[config.mk]
export PLATFORM = sky130hd
export DESIGN_NAME = pulse_train_gen
export DESIGN_NICKNAME = d
export VERILOG_FILES = /design/src/rtl/ptg_pkg.sv /design/src/rtl/ptg_regs.sv /design/src/rtl/ptg_channel.sv /design/src/rtl/ptg_pinmux.sv /design/src/rtl/pulse_train_gen.sv
export SDC_FILE = /design/constraint.sdc
export NUM_CORES = 2
export LEC_CHECK = 0
export BUFFER_PORTS_ARGS = -buffer_cell sky130_fd_sc_hd__buf_4
export CORE_UTILIZATION = 40
export CTS_BUF_LIST = sky130_fd_sc_hd__clkbuf_2 sky130_fd_sc_hd__clkbuf_4 sky130_fd_sc_hd__clkbuf_8
export DETAILED_ROUTE_END_ITERATION = 7
export PLACE_DENSITY = 0.62
export SLEW_MARGIN = 20
export SYNTH_ARGS = -nofsm -noshare
export SYNTH_HDL_FRONTEND = slang
export SYNTH_SLANG_ARGS = --single-unit
[constraint.sdc]
create_clock -name clk -period 6.99 [get_ports clk]
set_clock_uncertainty 0.05 [all_clocks]
set_input_delay 0.3495 -clock clk [delete_from_list [all_inputs] [get_ports clk]]
set_output_delay 0.3495 -clock clk [all_outputs]
set_load 0.02 [all_outputs]
[src/rtl/ptg_pkg.sv]
// Package: shared widths, time type and helper functions for the pulse
// train generator. Assumes nanoseconds stay below one second.
package ptg_pkg;
    localparam int WORD_W  = 16;
    localparam int SEC_W   = 2 * WORD_W;
    localparam int NS_W    = 30;
    localparam int NUM_CH  = 2;
    localparam int CODE_W  = 4;
    localparam int CFG_W   = 4 + CODE_W * NUM_CH;
    localparam int PIN_W   = 4 * NUM_CH;
    localparam logic [NS_W:0] NS_PER_SEC = 31'd1_000_000_000;

    typedef struct packed {
        logic [SEC_W-1:0] sec;
        logic [NS_W-1:0]  ns;
    } tstamp_t;

    // Pulse width in nanoseconds for a width code; reserved codes give 100 ns.
    function automatic logic [NS_W-1:0] width_ns(input logic [CODE_W-1:0] code);
        logic [NS_W-1:0] w;
        case (code)
            4'd0:    w = 30'd100;
            4'd1:    w = 30'd500;
            4'd2:    w = 30'd1_000;
            4'd3:    w = 30'd5_000;
            4'd4:    w = 30'd10_000;
            4'd5:    w = 30'd50_000;
            4'd6:    w = 30'd100_000;
            4'd7:    w = 30'd500_000;
            4'd8:    w = 30'd1_000_000;
            4'd9:    w = 30'd5_000_000;
            4'd10:   w = 30'd10_000_000;
            4'd11:   w = 30'd50_000_000;
            4'd12:   w = 30'd100_000_000;
            4'd13:   w = 30'd200_000_000;
            default: w = 30'd100;
        endcase
        return w;
    endfunction

    // Add a seconds/nanoseconds offset to a time, carrying into seconds.
    function automatic tstamp_t tadd(input tstamp_t a, input logic [SEC_W-1:0] ds,
                                     input logic [NS_W-1:0] dn);
        tstamp_t r;
        logic [NS_W:0] s;
        s = {1'b0, a.ns} + {1'b0, dn};
        if (s >= NS_PER_SEC) begin
            r.ns  = NS_W'(s - NS_PER_SEC);
            r.sec = a.sec + ds + 1'b1;
        end else begin
            r.ns  = s[NS_W-1:0];
            r.sec = a.sec + ds;
        end
        return r;
    endfunction
endpackage

[src/rtl/ptg_regs.sv]
// Register block: holds the configuration and pin words and decodes
// channel word writes. Assumes one write per cycle; registers are write-only.
module ptg_regs
    import ptg_pkg::*;
#(
    parameter int ADDR_W = 8
) (
    input  logic                           clk,
    input  logic                           rst_n,
    input  logic                           wr_en,
    input  logic [ADDR_W-1:0]              wr_addr,
    input  logic [CFG_W-1:0]               wr_data,
    output logic                           cfg_wr,
    output logic [NUM_CH-1:0]              ch_wr,
    output logic [2:0]                     ch_word,
    output logic [NUM_CH-1:0][CODE_W-1:0]  width_code,
    output logic [NUM_CH-1:0]              one_shot,
    output logic [NUM_CH-1:0]              pol,
    output logic [NUM_CH-1:0]              pin_sel,
    output logic [NUM_CH-1:0]              pin_dir,
    output logic [NUM_CH-1:0]              pin_buf,
    output logic [NUM_CH-1:0]              pin_lvl
);
    localparam logic [ADDR_W-1:0] CFG_ADDR = ADDR_W'(8'h00);
    localparam logic [ADDR_W-1:0] PIN_ADDR = ADDR_W'(8'h01);

    logic [CFG_W-1:0] cfg_q;
    logic [PIN_W-1:0] pin_q;
    logic             pin_wr;
    logic             ch_range;

    // Address decode for the two words and the channel windows.
    assign cfg_wr   = wr_en && (wr_addr == CFG_ADDR);
    assign pin_wr   = wr_en && (wr_addr == PIN_ADDR);
    assign ch_range = (wr_addr[ADDR_W-1:4] == (ADDR_W-4)'(1));
    assign ch_word  = wr_addr[2:0];

    // Storage of the configuration and pin words.
    always_ff @(posedge clk) begin
        if (!rst_n) begin
            cfg_q <= '0;
            pin_q <= PIN_W'({NUM_CH{1'b1}});
        end else begin
            if (cfg_wr) cfg_q <= wr_data;
            if (pin_wr) pin_q <= wr_data[PIN_W-1:0];
        end
    end

    for (genvar c = 0; c < NUM_CH; c++) begin : g_ch
        assign ch_wr[c]      = wr_en && ch_range && (wr_addr[3] == 1'(c));
        assign width_code[c] = cfg_q[4 + CODE_W*c +: CODE_W];
        assign one_shot[c]   = cfg_q[2*c];
        assign pol[c]        = cfg_q[2*c + 1];
        assign pin_sel[c]    = pin_q[c];
        assign pin_dir[c]    = pin_q[NUM_CH + c];
        assign pin_buf[c]    = pin_q[2*NUM_CH + c];
        assign pin_lvl[c]    = pin_q[3*NUM_CH + c];
    end
endmodule

[src/rtl/ptg_channel.sv]
// Event channel: compares local time with the target, starts a pulse of the
// coded width and reloads or disarms. Assumes programmed ns fields < 1e9.
module ptg_channel
    import ptg_pkg::*;
(
    input  logic              clk,
    input  logic              rst_n,
    input  tstamp_t           now,
    input  logic              wr_en,
    input  logic [2:0]        wr_word,
    input  logic [WORD_W-1:0] wr_data,
    input  logic              cfg_wr,
    input  logic [CODE_W-1:0] width_code,
    input  logic              one_shot,
    output logic              active,
    output logic              fire,
    output logic              armed,
    output tstamp_t           target,
    output tstamp_t           end_time
);
    localparam int NSH_W = NS_W - WORD_W;

    tstamp_t period;

    // Match: armed and local time at or past the target.
    assign fire = armed && (now >= target);

    // Target/period storage, pulse start, pulse end and reload.
    always_ff @(posedge clk) begin
        if (!rst_n) begin
            target.sec <= '1;
            target.ns  <= '0;
            period     <= '0;
            end_time   <= '0;
            armed      <= 1'b1;
            active     <= 1'b0;
        end else if (wr_en) begin
            active <= 1'b0;
            if (!wr_word[2]) armed <= 1'b1;
            case (wr_word)
                3'd0: target.sec[SEC_W-1:WORD_W] <= wr_data;
                3'd1: target.sec[WORD_W-1:0]     <= wr_data;
                3'd2: target.ns[NS_W-1:WORD_W]   <= wr_data[NSH_W-1:0];
                3'd3: target.ns[WORD_W-1:0]      <= wr_data;
                3'd4: period.sec[SEC_W-1:WORD_W] <= wr_data;
                3'd5: period.sec[WORD_W-1:0]     <= wr_data;
                3'd6: period.ns[NS_W-1:WORD_W]   <= wr_data[NSH_W-1:0];
                default: period.ns[WORD_W-1:0]   <= wr_data;
            endcase
        end else if (cfg_wr) begin
            active <= 1'b0;
        end else if (fire) begin
            active   <= 1'b1;
            end_time <= tadd(target, '0, width_ns(width_code));
            if (one_shot) armed  <= 1'b0;
            else          target <= tadd(target, period.sec, period.ns);
        end else if (active && (now >= end_time)) begin
            active <= 1'b0;
        end
    end
endmodule

[src/rtl/ptg_pinmux.sv]
// Pin mux: applies polarity to each channel and selects event or GPIO level
// per pin. Assumes pin i is tied to channel i.
module ptg_pinmux
    import ptg_pkg::*;
(
    input  logic [NUM_CH-1:0] active,
    input  logic [NUM_CH-1:0] pol,
    input  logic [NUM_CH-1:0] pin_sel,
    input  logic [NUM_CH-1:0] pin_dir,
    input  logic [NUM_CH-1:0] pin_buf,
    input  logic [NUM_CH-1:0] pin_lvl,
    output logic [NUM_CH-1:0] pin_o,
    output logic [NUM_CH-1:0] pin_oe,
    output logic [NUM_CH-1:0] pin_pp
);
    for (genvar i = 0; i < NUM_CH; i++) begin : g_pin
        logic ev_lvl;
        // Event level with polarity applied.
        assign ev_lvl    = pol[i] ? active[i] : ~active[i];
        assign pin_o[i]  = pin_sel[i] ? pin_lvl[i] : ev_lvl;
        assign pin_oe[i] = pin_dir[i];
        assign pin_pp[i] = pin_buf[i];
    end
endmodule

[src/rtl/pulse_train_gen.sv]
// Top: two event channels, register block and pin mux. Local time comes
// from outside; the block only compares against it.
module pulse_train_gen
    import ptg_pkg::*;
#(
    parameter int ADDR_W = 8
) (
    input  logic              clk,
    input  logic              rst_n,
    input  logic [SEC_W-1:0]  now_sec,
    input  logic [NS_W-1:0]   now_ns,
    input  logic              wr_en,
    input  logic [ADDR_W-1:0] wr_addr,
    input  logic [WORD_W-1:0] wr_data,
    output logic [NUM_CH-1:0] pin_o,
    output logic [NUM_CH-1:0] pin_oe,
    output logic [NUM_CH-1:0] pin_pp
);
    tstamp_t                          now;
    logic                             cfg_wr;
    logic [NUM_CH-1:0]                ch_wr;
    logic [2:0]                       ch_word;
    logic [NUM_CH-1:0][CODE_W-1:0]    width_code;
    logic [NUM_CH-1:0]                one_shot, pol;
    logic [NUM_CH-1:0]                pin_sel, pin_dir, pin_buf, pin_lvl;
    logic [NUM_CH-1:0]                ch_active, ch_fire, ch_armed;
    tstamp_t [NUM_CH-1:0]             ch_target, ch_end;

    assign now.sec = now_sec;
    assign now.ns  = now_ns;

    ptg_regs #(.ADDR_W(ADDR_W)) u_regs (
        .clk(clk), .rst_n(rst_n), .wr_en(wr_en), .wr_addr(wr_addr),
        .wr_data(wr_data[CFG_W-1:0]), .cfg_wr(cfg_wr), .ch_wr(ch_wr),
        .ch_word(ch_word), .width_code(width_code), .one_shot(one_shot),
        .pol(pol), .pin_sel(pin_sel), .pin_dir(pin_dir), .pin_buf(pin_buf),
        .pin_lvl(pin_lvl)
    );

    for (genvar c = 0; c < NUM_CH; c++) begin : g_chan
        ptg_channel u_chan (
            .clk(clk), .rst_n(rst_n), .now(now), .wr_en(ch_wr[c]),
            .wr_word(ch_word), .wr_data(wr_data), .cfg_wr(cfg_wr),
            .width_code(width_code[c]), .one_shot(one_shot[c]),
            .active(ch_active[c]), .fire(ch_fire[c]), .armed(ch_armed[c]),
            .target(ch_target[c]), .end_time(ch_end[c])
        );
    end

    ptg_pinmux u_pinmux (
        .active(ch_active), .pol(pol), .pin_sel(pin_sel), .pin_dir(pin_dir),
        .pin_buf(pin_buf), .pin_lvl(pin_lvl), .pin_o(pin_o), .pin_oe(pin_oe),
        .pin_pp(pin_pp)
    );
endmodule

=== Yosys cells after proc, flatten, opt, wreduce, memory -nomap -nowiden ===
Memory sizes are Yosys's and may differ from the RTL's. A register that Yosys moved wholly into a read port is not among the register bits.
Index checks and enable logic that the tools add are counted.

* $add $sub $neg: 14
* Magnitude comparators: 8
* Eq/ne operators: 22
* Multiplexer cells: 45
* Bitwise logic cells: 8
* Reduce and logical (&&, ||, !) cells: 40

{| class="wikitable"
|+ Operators with widths
! operator !! count
|-
| 62-bit two-way mux || 12
|-
| 62-bit >= comparator || 4
|-
| 30-bit two-way mux || 8
|-
| 32-bit by 1-bit adder with 32-bit output, second input constant || 4
|-
| 30-bit by 30-bit adder with 31-bit output || 4
|-
| 31-bit by 30-bit >= comparator with 1-bit output, second input constant || 4
|-
| 30-bit subtractor, second input constant || 4
|-
| 32-bit adder || 2
|-
| 16-bit two-way mux || 3
|-
| 4-bit AND reduction || 10
|-
| 2-bit inequality test, second input constant || 10
|-
| 1-bit two-way mux || 17
|-
| 4-bit two-way mux || 4
|-
| 2-bit AND reduction || 8
|-
| 14-bit two-way mux || 1
|-
| 2-bit nonzero test || 6
|-
| 3-bit == test, second input constant || 3
|-
| 1-bit logical AND || 9
|-
| 8-bit by 1-bit == test with 1-bit output, second input constant || 1
|-
| 8-bit logical NOT || 1
|-
| 2-bit by 1-bit inequality test with 1-bit output, second input constant || 4
|-
| 1-bit NOT || 8
|-
| 7-bit OR reduction || 1
|-
| 3-bit by 2-bit == test with 1-bit output, second input constant || 2
|-
| other kinds (5) || 7
|}

* Flip-flop bits (word level): 396
* Bits in read-only memories: 832
* Output and inout bits: 6
* Logic and storage cells: 165
* Memories kept: 2

{| class="wikitable"
|+ Memories
! memory !! words !! bits a word !! read ports !! clocked after memory_dff !! wr ports !! line !! source
|-
| (name not given) || 16 || 26 || 1 || 1 || 0 || ptg_pkg.sv:21 || <nowiki>case (code)</nowiki>
|-
| (name not given) || 16 || 26 || 1 || 1 || 0 || ptg_pkg.sv:21 ||
|}

=== Depth between registers and ports, before layout ===
* Word-level depth: 9
* Depth in mapped cells: 19

=== Cells and area by module ===
From an unflattened synthesis, not the netlist that was laid out.

* Cells, all modules: 5,021
* Area, all modules: 37,775.0 um2

{| class="wikitable"
|+ By module, submodules not included
! module !! instances !! cells an instance !! area an instance (um2)
|-
| ptg_channel at g_chan[1].u_chan || 1 || 2,447 || 18,428.9
|-
| ptg_channel at g_chan[0].u_chan || 1 || 2,474 || 18,412.7
|-
| ptg_regs || 1 || 90 || 868.3
|-
| ptg_pinmux || 1 || 10 || 65.1
|}

=== Worst setup path after synthesis ===
OpenSTA, ideal clock, no wires.

* Kind: register to register
* From: register g_chan[1].u_chan.target[0] (netlist name)
* To: register g_chan[1].u_chan.target[61] (netlist name)
* Data arrival time: 4.085 ns
* Data required time: 6.824 ns
* Slack: 2.739 ns
* Cell stages (with the launch flop): 16
* Path buffers: 1
* Clock period less this slack: 4.251 ns
* Path through: dfxtp_1 > ha_1 > fa_1 > a21o_1 > a221o_1 > a211oi_2 > o41ai_1 > xor2_1 > or3b_1 > o311ai_1 > o2bb2ai_1 > o31ai_1 > buf_4 > nand2_2 > or4_1 > a31o_1

* Cells in the longest elaborated chain, start to end: 7

{| class="wikitable"
|+ Ends and longest elaborated chain
! element !! line !! source
|-
| from (decl) || ptg_channel.sv:18 || <nowiki>output tstamp_t target,</nowiki>
|-
| from (signal assigned) || ptg_channel.sv:56 || <nowiki>else target <= tadd(target, period.sec, period.ns);</nowiki>
|-
| 30-bit by 30-bit adder with 31-bit output || ptg_pkg.sv:46 || <nowiki>s = {1'b0, a.ns} + {1'b0, dn};</nowiki>
|-
| 31-bit by 30-bit >= comparator with 1-bit output || ptg_pkg.sv:47 || <nowiki>if (s >= NS_PER_SEC) begin</nowiki>
|-
| 62-bit two-way mux || ptg_pkg.sv:47 ||
|-
| 62-bit two-way mux || ptg_channel.sv:55 || <nowiki>if (one_shot) armed <= 1'b0;</nowiki>
|-
| 62-bit two-way mux || ptg_channel.sv:52 || <nowiki>end else if (fire) begin</nowiki>
|-
| 62-bit two-way mux || ptg_channel.sv:50 || <nowiki>end else if (cfg_wr) begin</nowiki>
|-
| 62-bit two-way mux || ptg_channel.sv:37 || <nowiki>end else if (wr_en) begin</nowiki>
|}

Several ways; a longest one is shown, not always the timed one. The select of a mux whose other input is x is not followed.
A chain may end at the register's enable or synchronous reset.

=== Worst setup path in the final report ===
* From: register g_chan[0].u_chan.target[2] (netlist name)
* To: register g_chan[0].u_chan.end_time[43] (netlist name)

* Cells in the longest elaborated chain, start to end: 3

{| class="wikitable"
|+ Ends and longest elaborated chain
! element !! line !! source
|-
| from (decl) || ptg_channel.sv:18 ||
|-
| from (signal assigned) || ptg_channel.sv:56 ||
|-
| 30-bit by 30-bit adder with 31-bit output or 62-bit >= comparator (tied branches) || ptg_pkg.sv:46, ptg_channel.sv:26 ||
|-
| 31-bit by 30-bit >= comparator with 1-bit output or 1-bit logical AND (tied branches) || ptg_pkg.sv:47, ptg_channel.sv:26 ||
|-
| 62-bit two-way mux or 3-bit AND reduction (tied branches) || -- ||
|-
| to (signal assigned) || ptg_channel.sv:54 || <nowiki>end_time <= tadd(target, '0, width_ns(width_code));</nowiki>
|-
| to (decl) || ptg_channel.sv:19 || <nowiki>output tstamp_t end_time</nowiki>
|}

Several ways; a longest one is shown, not always the timed one.

==> metrics.cfg <==
[run_status]
run_status=finished clean

[cells_and_area]
share_of_layout_cells_above_drive_strength_1_pct=7.063
fill_cells=9570
nNetsFinal=5569
syn_to_final_growth_pct=9.918
fin_cells=6356

[grt]
grt_pass1_wl_mm=207.4
antenna_violations_before_repair=8
grt.total_usage_pct=28.06
grt_remaining_overflow=0
grt_start_max_net_pins=87
first_global_vias=33990

[sta]
post-route-period-util_pct=77.31
timing_max_transition_violations_final=0
period_minus_slack_ns=5.404
grt_setup_unrepaired=no
max_slew_margin_vs_limit_pct=24.10
fin_tns_setup_ns=0
achievable-frequency_mhz=185.1
hold_slack_ns=0.04326
fin_ws_ns=1.586
max_slew.worst_pin.slew_ns=1.138
timing.final.setup_violations=0
hold_violations=0

[synth]
netlist-cell-type-count=104
netlist_top_cells_count=sky130_fd_sc_hd__nand2_1, sky130_fd_sc_hd__dfxtp_1, sky130_fd_sc_hd__ha_1, sky130_fd_sc_hd__a21oi_1, sky130_fd_sc_hd__o21ai_0
synth.cell_area_mm2=0.03802
number_of_enable_type_register_cells_in_the_synthesized_netlist=0
post_synth_inst_count=5036
ys_seq_area_share_pct=23.59
yosysTopAreaCell=sky130_fd_sc_hd__dfxtp_1
ys_dominant_reg_cell=sky130_fd_sc_hd__dfxtp_1
net_count_synth=5577
yosysWarnings=0
synth.avg_cell_area_um2=7.550
synthTopCellsByArea=sky130_fd_sc_hd__dfxtp_1, sky130_fd_sc_hd__ha_1, sky130_fd_sc_hd__nand2_1, sky130_fd_sc_hd__a21oi_1, sky130_fd_sc_hd__xnor2_1
yosysMostFrequentCell=sky130_fd_sc_hd__nand2_1
postSynth.asyncResetShare_pct=0
synth_top_area_share_pct=23.59
flop_and_latch_count_out_of_synthesis=448

[worst_setup_path]
worstPathRequired_ns=7.51
reg2reg_launch_point=g_chan[0].u_chan.target[2]
path_depth=18
setup.worst_path.end_class=register
critPathSlowestCell=sky130_fd_sc_hd__o41ai_4
worst_setup_path_startpoint=g_chan[0].u_chan.target[2]
cp_max_fo=9
crit_path_start_kind=register
timing.critical_path.cells=ha_1, inv_1, fa_1, nor2b_1, o211ai_1, a31oi_1, xnor2_1, ha_1, nor3_1, o311ai_1, a221oi_1, nor4_1, o41ai_4, buf_4, nand3_2, nor4_2, xnor2_1, o21ai_0
r2r-end=g_chan[0].u_chan.end_time[43]
reg2reg_slack_ns=1.59
worst_ep_arrival_time_ns=5.93
timing.critical_path.slowest_cell_delay_ns=0.90
worstPathBufferInverterCount=2
critPathCapture=g_chan[0].u_chan.end_time[43]
critPathTopFamily=compound AO/OA/AOI/OAI gates
worstRegToRegCells=18
criticalPathCategory=register to register

[cts]
ctsRootBufferMaster=sky130_fd_sc_hd__clkbuf_8
cts.htree.levels=3
worst_skew_pair_later_pin_latency_ns=0.73
cts_bufs_inserted=83
cts.sink_count=448
clock_path_buffers=3
total_setup_buffers_inserted_after_cts=0
cts_tree=done
clock_transition_at_the_registers_of_the_reported_paths_ns=0.07

[placement]
preCtsSetupSlack_ns=1.678
io_buffer_count=94
gpl.final_weighted_congestion=0.9816
number_of_placed_instances_with_taps_included=6189
hpwl_mm=103.7

[drt]
vias=37460
first_iter_violations=3767
drc_viols=0
detail_routed_via_count_per_cell=5.893
drtPass1Iterations=5
detail-route-antenna-nets=0
routedWlPerCell_um=21.79
totalWireLength_mm=138.5

[min_path]
holdPathStages=2
hold_path_class=primary input to register
holdCritStartpoint=rst_n

[die]
initial_core_util_pct=40.56
die_y_um=310.3
rows=112
boundaryPins=95
die_width_um=310.3
floorplan.core_area_mm2=0.09375
die_area_mm2=0.09629

[power]
worst_ir_drop_vdd_mv=0.1390
total_leakage_power_nw=18.00
power_per_cell_area_mw_per_mm2=152.3

[run]
max_cap_viol_count=0

metal layers:
layer  part of all wire (%)  up-vias  GRT usage [%]
li1                       -    18070              -
met3                    9.4      241          5.299
met2                     42     1478          42.68
met1                     45    17660          39.82
met5                  0.036        -              0
met4                    3.0        8          8.432
area by class of cell:
cell class | instances | area (µm²) | area share (%)
multi-input cells | 4004 | 26880 | 64.32
repair buffers | 140 | 1076 | 2.575
inverters | 351 | 1318 | 3.152
clock buffers | 127 | 1660 | 3.973
diodes | 5 | 12.51 | 0.02994
flip-flops and latches | 448 | 8969 | 21.46
well taps | 1254 | 1569 | 3.754
clock inverters | 27 | 307.8 | 0.7365
worst min-delay path by stage:
stage,end,slack (ns)
after global routing,g_chan[0].u_chan.period[59],0.04
final,g_chan[1].u_chan.end_time[12],0.04
after detailed placement,g_chan[0].u_chan.end_time[61],0.40
after floorplan,g_chan[0].u_chan.end_time[14],0.38
after CTS,g_chan[1].u_chan.period[29],0.01
after global placement,g_chan[0].u_chan.end_time[61],0.39
power by group:
part / leakage (nW) / internal [mW] / switching (mW)
Clock: 1.03 / 1.75 / 1.30
Combinational: 13.4 / 0.255 / 0.461
Sequential: 3.61 / 2.57 / 0.0243
Total: 18.0 / 4.57 / 1.79
timing repair:
| action | CTS | global route |
|---|---|---|
| hold buffers | 7 | 0 |
| hold endpoints to repair | 34 | 0 |
| resized for setup | 0 | 0 |
kinds of logic after synthesis:
| kind of cell | share of synthesized area, % |
|---|---|
| muxes | 1.257 |
| and+or+nand+nor | 21.56 |
| adders and majority gates | 14.99 |
| buffers and inverters | 5.857 |
| xor gates and xnor gates | 7.085 |
| AOI/OAI and AO/OA | 25.66 |
| DFF | 23.59 |
metrics by stage:
step	total power, mW	cell area (µm²)	util, %
final	6.364	41790	44.58
after global placement	3.336	39730	42.38
after detailed placement	3.343	39740	42.38
after floorplan	3.072	38020	-
after CTS	6.386	41770	44.56
after global routing	6.569	41780	44.57
placed cells by master (no fill, tap or decap), types with 16 or more instances in the layout:
master                     count
sky130_fd_sc_hd__and3_1       43
sky130_fd_sc_hd__nor4_1       38
sky130_fd_sc_hd__nand2b_1     37
sky130_fd_sc_hd__nor2b_1      82
sky130_fd_sc_hd__o221ai_1     16
sky130_fd_sc_hd__mux2i_1      41
sky130_fd_sc_hd__and2_1       42
sky130_fd_sc_hd__o211a_1      29
sky130_fd_sc_hd__ha_1        446
sky130_fd_sc_hd__inv_1       348
sky130_fd_sc_hd__a21boi_0    137
sky130_fd_sc_hd__xnor2_1     205
sky130_fd_sc_hd__a21o_1      136
sky130_fd_sc_hd__a211oi_1     38
sky130_fd_sc_hd__o211ai_1     78
sky130_fd_sc_hd__nand2_1     676
sky130_fd_sc_hd__o21bai_1     21
sky130_fd_sc_hd__or3_1        27
sky130_fd_sc_hd__nor3_1       95
sky130_fd_sc_hd__buf_4       132
sky130_fd_sc_hd__nand3_1     130
sky130_fd_sc_hd__clkbuf_8    113
sky130_fd_sc_hd__o31ai_1      19
sky130_fd_sc_hd__xor2_1      100
sky130_fd_sc_hd__nand4_1     116
sky130_fd_sc_hd__a31oi_1      25
sky130_fd_sc_hd__a22oi_1      27
sky130_fd_sc_hd__nor2_1      294
sky130_fd_sc_hd__a21oi_1     393
sky130_fd_sc_hd__and4_1       18
sky130_fd_sc_hd__dfxtp_1     448
sky130_fd_sc_hd__o21a_1       39
sky130_fd_sc_hd__o21ai_0     349
worst register-to-register path, stage by stage, from the launching register on:
cell,delay [ns]
sky130_fd_sc_hd__dfxtp_1,0.41
sky130_fd_sc_hd__ha_1,0.20
sky130_fd_sc_hd__inv_1,0.06
sky130_fd_sc_hd__fa_1,0.42
sky130_fd_sc_hd__nor2b_1,0.18
sky130_fd_sc_hd__o211ai_1,0.19
sky130_fd_sc_hd__a31oi_1,0.22
sky130_fd_sc_hd__xnor2_1,0.16
sky130_fd_sc_hd__ha_1,0.23
sky130_fd_sc_hd__nor3_1,0.36
sky130_fd_sc_hd__o311ai_1,0.18
sky130_fd_sc_hd__a221oi_1,0.56
sky130_fd_sc_hd__nor4_1,0.18
sky130_fd_sc_hd__o41ai_4,0.90
sky130_fd_sc_hd__buf_4,0.31
sky130_fd_sc_hd__nand3_2,0.18
sky130_fd_sc_hd__nor4_2,0.23
sky130_fd_sc_hd__xnor2_1,0.15
sky130_fd_sc_hd__o21ai_0,0.09
Note: power is estimated with default switching activity, not from simulation.
